File: src/rtl/fddi_flt_pkg.sv
package fddi_flt_pkg;

    // Frame class decoded from the Frame Control byte
    typedef enum logic [2:0] {
        FT_TOKEN,
        FT_VOID,
        FT_SMT,
        FT_LLC,
        FT_MAC,
        FT_RSV
    } ftype_e;

endpackage

File: src/rtl/fddi_fc_decode.sv
module fddi_fc_decode
    import fddi_flt_pkg::*;
(
    input  logic [7:0] fc,
    output ftype_e     ftype,
    output logic       long_addr
);

    logic [1:0] ff;
    logic [3:0] zz;

    always_comb begin
        ff        = fc[5:4];
        zz        = fc[3:0];
        long_addr = fc[6];
        unique case (ff)
            2'b00:   ftype = (zz != 4'h0) ? FT_SMT : (fc[7] ? FT_TOKEN : FT_VOID);
            2'b01:   ftype = FT_LLC;
            2'b10:   ftype = FT_MAC;
            default: ftype = FT_RSV;
        endcase
    end

endmodule

File: src/rtl/fddi_da_class.sv
module fddi_da_class #(
    parameter int DA_W  = 48,
    parameter int PFX_W = 16
) (
    input  logic [DA_W-1:0]  da,
    input  logic [PFX_W-1:0] func_pfx,
    output logic             is_grp,
    output logic             is_bcast,
    output logic             is_func
);

    always_comb begin
        is_grp   = da[DA_W-1];
        is_bcast = &da;
        is_func  = is_grp && !is_bcast && (da[DA_W-1 -: PFX_W] == func_pfx);
    end

endmodule

File: src/rtl/fddi_copy_filter.sv
module fddi_copy_filter
    import fddi_flt_pkg::*;
#(
    parameter int ADDR_BYTES = 6,
    parameter int PFX_W      = 16
) (
    input  logic             clk,
    input  logic             rst_n,
    input  logic             sof,
    input  logic             byte_vld,
    input  logic [7:0]       byte_dat,
    input  logic             lkup_vld,
    input  logic             lkup_hit,
    input  logic             cfg_transp_only,
    input  logic             cfg_neg_filt,
    input  logic [5:0]       cfg_type_sel,
    input  logic             cfg_drop_bcast,
    input  logic             cfg_drop_func,
    input  logic             cfg_drop_group,
    input  logic [PFX_W-1:0] cfg_func_pfx,
    output logic             dec_vld,
    output logic             copy,
    output logic             da_match,
    output logic             to_route
);

    localparam int DA_W   = 8 * ADDR_BYTES;
    localparam int SA_IDX = ADDR_BYTES + 1;
    localparam int CNT_W  = $clog2(SA_IDX + 2);

    typedef struct packed {
        logic             busy;
        logic [CNT_W-1:0] cnt;
        logic [7:0]       fc;
        logic [DA_W-1:0]  da;
        logic             rii_got;
        logic             rii;
        logic             lk_got;
        logic             lk_hit;
        logic             done;
        logic             copy;
        logic             match;
        logic             route;
    } st_t;

    st_t st_d, st_q;

    // Frame Control decode works on the byte in flight during the FC cycle
    logic [7:0] fc_e;
    ftype_e     ftype;
    logic       long_addr;

    fddi_fc_decode u_fc (
        .fc        (fc_e),
        .ftype     (ftype),
        .long_addr (long_addr)
    );

    logic is_grp, is_bcast, is_func;

    fddi_da_class #(.DA_W(DA_W), .PFX_W(PFX_W)) u_da (
        .da       (st_q.da),
        .func_pfx (cfg_func_pfx),
        .is_grp   (is_grp),
        .is_bcast (is_bcast),
        .is_func  (is_func)
    );

    logic       first, in_body, active, done_e, lk_got_e;
    logic       sa_now, rii_have, rii_v, lk_now, lk_have, hit_v;
    logic       silent, drop;
    logic [1:0] sel;

    always_comb begin
        first    = sof && byte_vld;
        in_body  = !first && st_q.busy;
        active   = first || st_q.busy;
        fc_e     = first ? byte_dat : st_q.fc;
        done_e   = first ? 1'b0 : st_q.done;
        lk_got_e = first ? 1'b0 : st_q.lk_got;

        sa_now   = in_body && byte_vld && (st_q.cnt == CNT_W'(SA_IDX));
        rii_have = in_body && (st_q.rii_got || sa_now);
        rii_v    = st_q.rii_got ? st_q.rii : byte_dat[7];
        lk_now   = in_body && lkup_vld && !st_q.lk_got;
        lk_have  = lk_got_e || lk_now;
        hit_v    = lk_got_e ? st_q.lk_hit : lkup_hit;

        silent   = !long_addr || (ftype == FT_TOKEN) || (ftype == FT_VOID) || (ftype == FT_SMT);

        unique case (ftype)
            FT_LLC:  sel = cfg_type_sel[1:0];
            FT_MAC:  sel = cfg_type_sel[3:2];
            FT_RSV:  sel = cfg_type_sel[5:4];
            default: sel = 2'b10;
        endcase

        if (is_bcast)      drop = cfg_drop_bcast;
        else if (is_func)  drop = cfg_drop_func;
        else if (is_grp)   drop = cfg_drop_group;
        else               drop = 1'b0;

        st_d      = st_q;
        st_d.busy = active;
        st_d.done = done_e;

        if (first) begin
            st_d.fc      = byte_dat;
            st_d.cnt     = CNT_W'(1);
            st_d.rii_got = 1'b0;
            st_d.rii     = 1'b0;
            st_d.lk_got  = 1'b0;
            st_d.lk_hit  = 1'b0;
            st_d.copy    = 1'b0;
            st_d.match   = 1'b0;
            st_d.route   = 1'b0;
        end else if (in_body && byte_vld) begin
            if (st_q.cnt >= CNT_W'(1) && st_q.cnt <= CNT_W'(ADDR_BYTES))
                st_d.da = {st_q.da[DA_W-9:0], byte_dat};
            if (sa_now) begin
                st_d.rii_got = 1'b1;
                st_d.rii     = byte_dat[7];
            end
            if (st_q.cnt <= CNT_W'(SA_IDX))
                st_d.cnt = st_q.cnt + CNT_W'(1);
        end

        if (lk_now && !st_q.done) begin
            st_d.lk_got = 1'b1;
            st_d.lk_hit = lkup_hit;
        end

        // Resolve the decision once; it then holds until the next frame
        if (active && !done_e) begin
            if (silent) begin
                st_d.done = 1'b1;
            end else if (rii_have) begin
                if (rii_v && !cfg_transp_only) begin
                    st_d.done  = 1'b1;
                    st_d.route = 1'b1;
                end else if (sel == 2'b01) begin
                    st_d.done = 1'b1;
                    st_d.copy = 1'b1;
                end else if (sel[1]) begin
                    st_d.done = 1'b1;
                end else if (lk_have) begin
                    st_d.done  = 1'b1;
                    st_d.match = hit_v;
                    st_d.copy  = cfg_neg_filt ? (!hit_v && !drop) : hit_v;
                end
            end
        end
    end

    always_ff @(posedge clk) begin
        if (!rst_n) st_q <= '0;
        else        st_q <= st_d;
    end

    assign dec_vld  = st_q.done;
    assign copy     = st_q.copy;
    assign da_match = st_q.match;
    assign to_route = st_q.route;

endmodule

File: config.mk
export PLATFORM = sky130hd
export DESIGN_NAME = fddi_copy_filter
export DESIGN_NICKNAME = d
export VERILOG_FILES = /design/src/rtl/fddi_flt_pkg.sv /design/src/rtl/fddi_fc_decode.sv /design/src/rtl/fddi_da_class.sv /design/src/rtl/fddi_copy_filter.sv
export SDC_FILE = /design/constraint.sdc
export NUM_CORES = 1
export LEC_CHECK = 0
export BUFFER_PORTS_ARGS = -buffer_cell sky130_fd_sc_hd__buf_2
export CAP_MARGIN = 25
export CORE_ASPECT_RATIO = 0.7
export CORE_MARGIN = 5
export CORE_UTILIZATION = 40
export DETAILED_ROUTE_END_ITERATION = 16
export RECOVER_POWER = 50
export SLEW_MARGIN = 10
export SYNTH_ARGS = -nofsm -noshare
export SYNTH_HDL_FRONTEND = slang
export SYNTH_SLANG_ARGS = --single-unit
File: constraint.sdc
create_clock -name clk -period 6 [get_ports clk]
set_input_delay 0.3 -clock clk [delete_from_list [all_inputs] [get_ports clk]]
set_output_delay 0.3 -clock clk [all_outputs]
set_load 0.1 [all_outputs]
==> results.py, run 1 <==
metrics = {
    "synth": {
        "synthTopCellsByArea": "dfxtp_1 45%, nand2_1 15%, a21oi_1 9.6%, xnor2_1 4.0%, nand4_1 3.3%",
        "seq_area_frac_synth": 0.446,
        "synth_top_area_cell": "dfxtp_1",
        "synth_top_area_share": 0.446,
        "synth_edf_count": 0,
        "ys_seq_elements": 64,
        "synth_flop_cell": "dfxtp_1",
        "async_flop_share": 0,
        "netlist_instances": 366,
        "synthesis.area_mm2": 0.00287,
        "ys_types": 45,
        "synth_nets": 411,
        "synth_warnings": 0,
        "syn_avg_cell_area_um2": 7.85,
    },
    "global_routing": {
        "antenna_found_initial": 0,
        "grt_pass1_vias": 2557,
        "grt_max_degree": 58,
        "grt_usage": 0.173,
        "grt_pass1_wl_um": 12400,
        "grt_overflow": 0,
    },
    "floorplanning": {
        "rows": 25,
        "fp.dieW_um": 111,
        "start_util": 0.417,
        "core_mm2": 0.00688,
        "ioPinCount": 45,
        "die_y_um": 80.9,
        "die_area_mm2": 0.00900,
    },
    "critical_path": {
        "cp-start-kind": "flip-flop",
        "reg2regPathDepth": 5,
        "cp.arrival_ns": 3.23,
        "r2r-end": "st_q[28]",
        "reg2reg_from": "st_q[68]",
        "crit_fanout": 48,
        "worst-setup-path-type": "reg -> reg",
        "reg2reg_slack_ns": 3.00,
        "cp_data_required_time_ns": 6.23,
        "cp-end-kind": "flip-flop",
    },
    "clock_network": {
        "clk_path_buf_depth": 2,
        "tritoncts": "done",
        "clock_insertion_delay_worst_skew_ns": 0.33,
        "cts_buffers": 9,
        "clock_sinks": 64,
        "cts_root_buf": "clkbuf_8",
        "post_cts_resize_count": 0,
        "post_cts_buffers": 0,
        "htree_levels": 3,
        "ctsHoldBuffers": 0,
        "clk_pin_slew_ns": 0.07,
    },
    "layout": {
        "syn_to_final_growth_pct": 16.2,
        "antenna_cells": 0,
        "multi_input_area_mm2": 0.00146,
        "final_cells": 502,
        "nFillCells": 725,
        "drive_above_1_share": 0.152,
        "fin_nets": 448,
        "register_area_mm2": 0.00128,
    },
    "detailed_routing": {
        "wl_met1_um": 3810,
        "vias": 2590,
        "drc": 0,
        "avgRoutedWirePerCell_um": 14.6,
        "dr.max_layer_used": "met4",
        "drt-total-wl_um": 7350,
        "wl_met2_um": 3030,
        "vias_per_cell": 5.16,
        "drt_iter0_drc": 158,
        "route.met3.wl_um": 431,
        "ant_nets": 0,
        "first_pass_iters": 5,
    },
    "timing": {
        "drv_slew": 107,
        "fmax_mhz": 333,
        "worst_pin_slew_ns": 2.04,
        "fin_crit_sh": 0.501,
        "setup_viol_count_final": 0,
        "slew_headroom": -0.363,
        "setup_tns_ns": 0,
        "rsz0062_at_grt": "no",
        "hold_violations": 0,
        "skew_ns": 0.00612,
        "post-route-min-period_ns": 3.00,
    },
    "run": {
        "maxCapViolations": 2,
    },
    "worst_hold_path": {
        "hold_path.startpoint": "byte_dat[2]",
        "holdPathEnd": "st_q[10]",
        "holdPathStages": 3,
        "min_path_type": "in -> reg",
    },
    "place": {
        "dp.cells": 486,
        "gp_congestion": 0.849,
        "dpl.hpwl_um": 5310,
        "portBuffers": 44,
    },
    "pwr": {
        "power_density_mw_per_mm2": 276,
        "leakagePower_nw": 1.18,
        "fin_total_pwr_mw": 0.919,
        "peakVddDrop_uv": 146,
    },
    "outcome": {
        "violations": "max-capacitance violations, max-slew violations",
        "outcome": "complete, but fails checks",
    },
}
cells in the mapped netlist, types with 2 or more instances:
library cell and instances:
a31oi_1 4, inv_1 3, nand2_1 111, a2111oi_0 2, or2_2 2, nand3_1 5
a21oi_1 55, o21ai_0 6, nor2_1 19, dfxtp_1 64, buf_1 2, a21o_1 2
and3_1 2, o31ai_1 2, xnor2_1 13, ha_1 4, o211ai_1 2, nor4_1 4
a21boi_0 2, or4_1 2, xor2_1 4, and2_2 2, clkbuf_1 15, nand4_1 15
mux2i_1 4
power breakdown:
group,total (mW),switching (mW),internal (mW)
Sequential,0.432,0.00345,0.428
Combinational,0.0614,0.0385,0.0229
Clock,0.426,0.157,0.269
worst max-delay path, stage by stage (launching register included):
cell	delay (ns)
dfxtp_1	0.44
and4bb_1	0.40
o211a_1	0.20
clkbuf_1	1.46
nand2_1	0.17
a21oi_1	0.22
area by class of cell:
cell class                      count  share of cell area
Clock buffer                       14              0.0518
Clock inverter                      2              0.0180
Inverter                            4             0.00450
Multi-Input combinational cell    278               0.439
Sequential cell                    64               0.384
Tap cell                           94              0.0353
Timing Repair Buffer               46              0.0675
sequential cells by signal, summed over array words and instances (netlist names):
register and cells:
st_q 60, da_match 1, dec_vld 1, to_route 1
copy 1
logic make-up after synthesis:
kind of cell | count (synthesis) | synth area share
AOI/OAI and AO/OA | 83 | 0.169
muxes | 4 | 0.0139
buffers and inverters | 24 | 0.0388
adders and majority gates | 4 | 0.0174
DFF | 64 | 0.446
xor gates and xnor gates | 17 | 0.0519
and+or+nand+nor | 170 | 0.262
cells in the final DEF (no fill, tap or decap), types with 4 or more instances in the layout:
| master | count |
|---|---|
| nand2_1 | 111 |
| dfxtp_1 | 64 |
| a21oi_1 | 55 |
| buf_2 | 39 |
| nor2_1 | 19 |
| nand4_1 | 15 |
| xnor2_1 | 13 |
| clkbuf_8 | 12 |
| clkbuf_1 | 8 |
| o21ai_0 | 6 |
| a31oi_1 | 5 |
| nand3_1 | 5 |
| inv_1 | 4 |
| mux2i_1 | 4 |
| xor2_1 | 4 |
| nor4_1 | 4 |
| ha_1 | 4 |
through the flow:
step                       util  cell area, um^2  hold slack (ns)  setup slack, ns
after floorplan               -             2870            0.418             3.81
after detailed placement  0.455             3130            0.459             3.64
after CTS                 0.488             3360            0.175             3.71
final                     0.485             3340            0.198             3.00
after global placement    0.455             3130            0.457             3.65
after global routing      0.485             3340            0.183             2.65
worst max-delay path by stage:
stage / slack [ns] / from / to
floorplan: 3.81 / dec_vld / da_match
global placement: 3.65 / sof / da_match
detailed placement: 3.64 / sof / da_match
CTS: 3.71 / st_q[68] / da_match
global route: 2.65 / st_q[68] / st_q[28]
finish: 3.00 / st_q[68] / st_q[28]
routing by layer:
metal | GRT usage | vias up
met1 | 0.236 | 1184
met4 | 0.0571 | 0
met5 | 0 | -
met3 | 0.0633 | 7
li1 | - | 1330
met2 | 0.254 | 69
No activity file was read; power rests on OpenSTA's default activity.
==> run 2: changes to the inputs <==
--- a/config.mk
+++ b/config.mk
@@ -5,6 +5,7 @@
 export SDC_FILE = /design/constraint.sdc
 export NUM_CORES = 1
 export LEC_CHECK = 0
+export ABC_AREA = 1
 export BUFFER_PORTS_ARGS = -buffer_cell sky130_fd_sc_hd__buf_2
 export CAP_MARGIN = 25
 export CORE_ASPECT_RATIO = 0.7
==> constraint.sdc (replaced) <==
create_clock -name clk -period 2.7 [get_ports clk]
set_input_delay 0.135 -clock clk [delete_from_list [all_inputs] [get_ports clk]]
set_output_delay 0.135 -clock clk [all_outputs]
set_load 0.1 [all_outputs]
==> results.py, run 2 <==
metrics = {
    "floorplanning": {
        "die_y_um": 83.2,
        "core_mm2": 0.00738,
        "ioPinCount": 45,
        "start_util": 0.414,
        "fp.dieW_um": 115,
        "rows": 26,
        "die_area_mm2": 0.00953,
    },
    "worst_hold_path": {
        "hold_path.startpoint": "byte_dat[2]",
        "min_path_type": "in -> reg",
    },
    "detailed_routing": {
        "drc": 0,
        "ant_nets": 0,
        "drt_iter0_drc": 113,
        "drt-total-wl_um": 6830,
        "avgRoutedWirePerCell_um": 11.2,
        "vias_per_cell": 4.64,
        "first_pass_iters": 4,
        "vias": 2838,
    },
    "timing": {
        "rsz0062_at_grt": "no",
        "setup_tns_ns": 0,
        "drv_slew": 0,
        "fmax_mhz": 490,
        "skew_ns": 0.00874,
        "hold_violations": 0,
        "timing.final.ws_setup_ns": 0.660,
        "worst_pin_slew_ns": 1.32,
        "post-route-min-period_ns": 2.04,
        "slew_headroom": 0.119,
        "fin_crit_sh": 0.756,
        "setup_viol_count_final": 0,
    },
    "critical_path": {
        "reg2reg_from": "st_q[64]",
        "crit_fanout": 35,
        "cp_data_required_time_ns": 2.90,
        "worst-setup-path-type": "reg -> reg",
        "cp-end-kind": "flip-flop",
        "crit_path_start": "st_q[64]",
        "cp.arrival_ns": 2.24,
        "cp-start-kind": "flip-flop",
    },
    "place": {
        "dp_slack_ns": 0.661,
        "portBuffers": 44,
        "gp_congestion": 0.823,
        "dpl.hpwl_um": 5050,
    },
    "synth": {
        "synth_top_area_share": 0.419,
        "seq_area_frac_synth": 0.419,
        "async_flop_share": 0,
        "synth_nets": 513,
        "netlist_instances": 468,
        "synth_edf_count": 0,
        "syn_avg_cell_area_um2": 6.54,
        "synthTopCellsByArea": "dfxtp_1 42%, nand2_1 13%, nor2_1 13%, o21ai_0 8.7%, inv_1 5.8%",
        "ys_seq_elements": 64,
        "synthesis.area_mm2": 0.00306,
        "synth_warnings": 0,
        "ys_top_cells_by_count": "109 x nand2_1, 109 x nor2_1, 64 x dfxtp_1",
        "ys_types": 31,
        "synth_top_area_cell": "dfxtp_1",
        "synth_flop_cell": "dfxtp_1",
    },
    "clock_network": {
        "cts_buffers": 9,
        "clock_sinks": 64,
        "clk_path_buf_depth": 2,
        "clk_pin_slew_ns": 0.06,
        "clock_insertion_delay_worst_skew_ns": 0.32,
        "ctsHoldBuffers": 0,
        "cts_root_buf": "clkbuf_8",
        "post_cts_resize_count": 0,
        "htree_levels": 3,
        "tritoncts": "done",
        "post_cts_buffers": 0,
    },
    "global_routing": {
        "antenna_found_initial": 0,
        "grt_pass1_vias": 2623,
        "grt_usage": 0.152,
        "grt_overflow": 0,
        "grt_max_degree": 40,
        "grt_pass1_wl_um": 11700,
    },
    "outcome": {
        "outcome": "completed",
    },
    "layout": {
        "largest_register_ffs": 60,
        "regMostFlops": "st_q",
        "antenna_cells": 0,
        "syn_to_final_growth_pct": 14.8,
        "nFillCells": 782,
        "layout_common_cells": "109 x nor2_1, 109 x nand2_1, 64 x dfxtp_1, 53 x o21ai_0, 47 x inv_1",
        "fin_nets": 554,
        "drive_above_1_share": 0.129,
    },
    "pwr": {
        "peakVddDrop_uv": 240,
        "power_density_mw_per_mm2": 538,
        "leakagePower_nw": 1.46,
    },
    "run": {
        "maxCapViolations": 0,
    },
}
run 2: changes by cell type in the layout (fill, tap and decap cells not counted), sizes merged, moves of 9 or more:
cell | previous run | this run
nand3 | 5 | 14
nor2 | 19 | 110
xnor2 | 13 | 0
inv | 4 | 48
nand4 | 15 | 0
a21oi | 55 | 28
o21ai | 6 | 58
run 2: cells by family after synthesis:
kind of cell             Yosys count  share of synthesized area
AND/OR/NAND/NOR                  245                      0.323
AO/OA/AOI/OAI                     89                      0.157
buffers and inverters             66                     0.0847
flip-flops                        64                      0.419
adder cells (fa/ha/maj)            4                     0.0164
run 2: stage by stage:
| step | std cells | utilization | instance area, um^2 | total power [mW] | hold WS [ns] |
|---|---|---|---|---|---|
| 2_1_floorplan | 468 | - | 3060 | 1.14 | 0.284 |
| 3_3_place_gp | 596 | 0.454 | 3350 | 1.20 | 0.401 |
| 3_5_place_dp | 596 | 0.454 | 3350 | 1.20 | 0.408 |
| 4_1_cts | 611 | 0.477 | 3520 | 1.91 | 0.0640 |
| 5_1_grt | 611 | 0.475 | 3510 | 1.98 | 0.0794 |
| 6_report | 611 | 0.475 | 3510 | 1.89 | 0.0732 |
run 2: metal layers:
metal | vias to the layer above | global-route usage | part of all wire
li1 | 1552 | - | -
met1 | 1241 | 0.216 | 0.53
met2 | 39 | 0.221 | 0.41
met3 | 6 | 0.0480 | 0.044
met4 | 0 | 0.0388 | 0.0094
met5 | - | 0 | 0
run 2: layout make-up:
type,count,area (um^2),area share
Multi-Input combinational cell,338,1520,0.434
Sequential cell,64,1280,0.365
Timing Repair Buffer,47,233,0.0663
Inverter,49,184,0.0524
Clock buffer,15,166,0.0474
Tap cell,98,123,0.0349
run 2: where the power goes:
part / total, mW / switching (mW) / internal, mW
registers: 0.987 / 0.0178 / 0.969
logic: 0.193 / 0.120 / 0.0727
clock network: 0.709 / 0.328 / 0.381
total: 1.89 / 0.466 / 1.42
run 2: worst paths after layout:
check	cells after the start	slack [ns]	end
setup / recovery	8	0.66	st_q[15]
setup reg to reg	8	0.66	st_q[15]
hold reg to reg	2	0.48	to_route
hold / removal	3	0.07	st_q[10]
run 2: critical path, stage by stage, from the launching register on:
cell,delay (ns)
dfxtp_1,0.40
inv_1,0.10
ha_1,0.20
nand3b_1,0.17
nand3_2,0.39
clkinv_1,0.12
buf_4,0.26
o21ai_0,0.19
a21oi_1,0.06
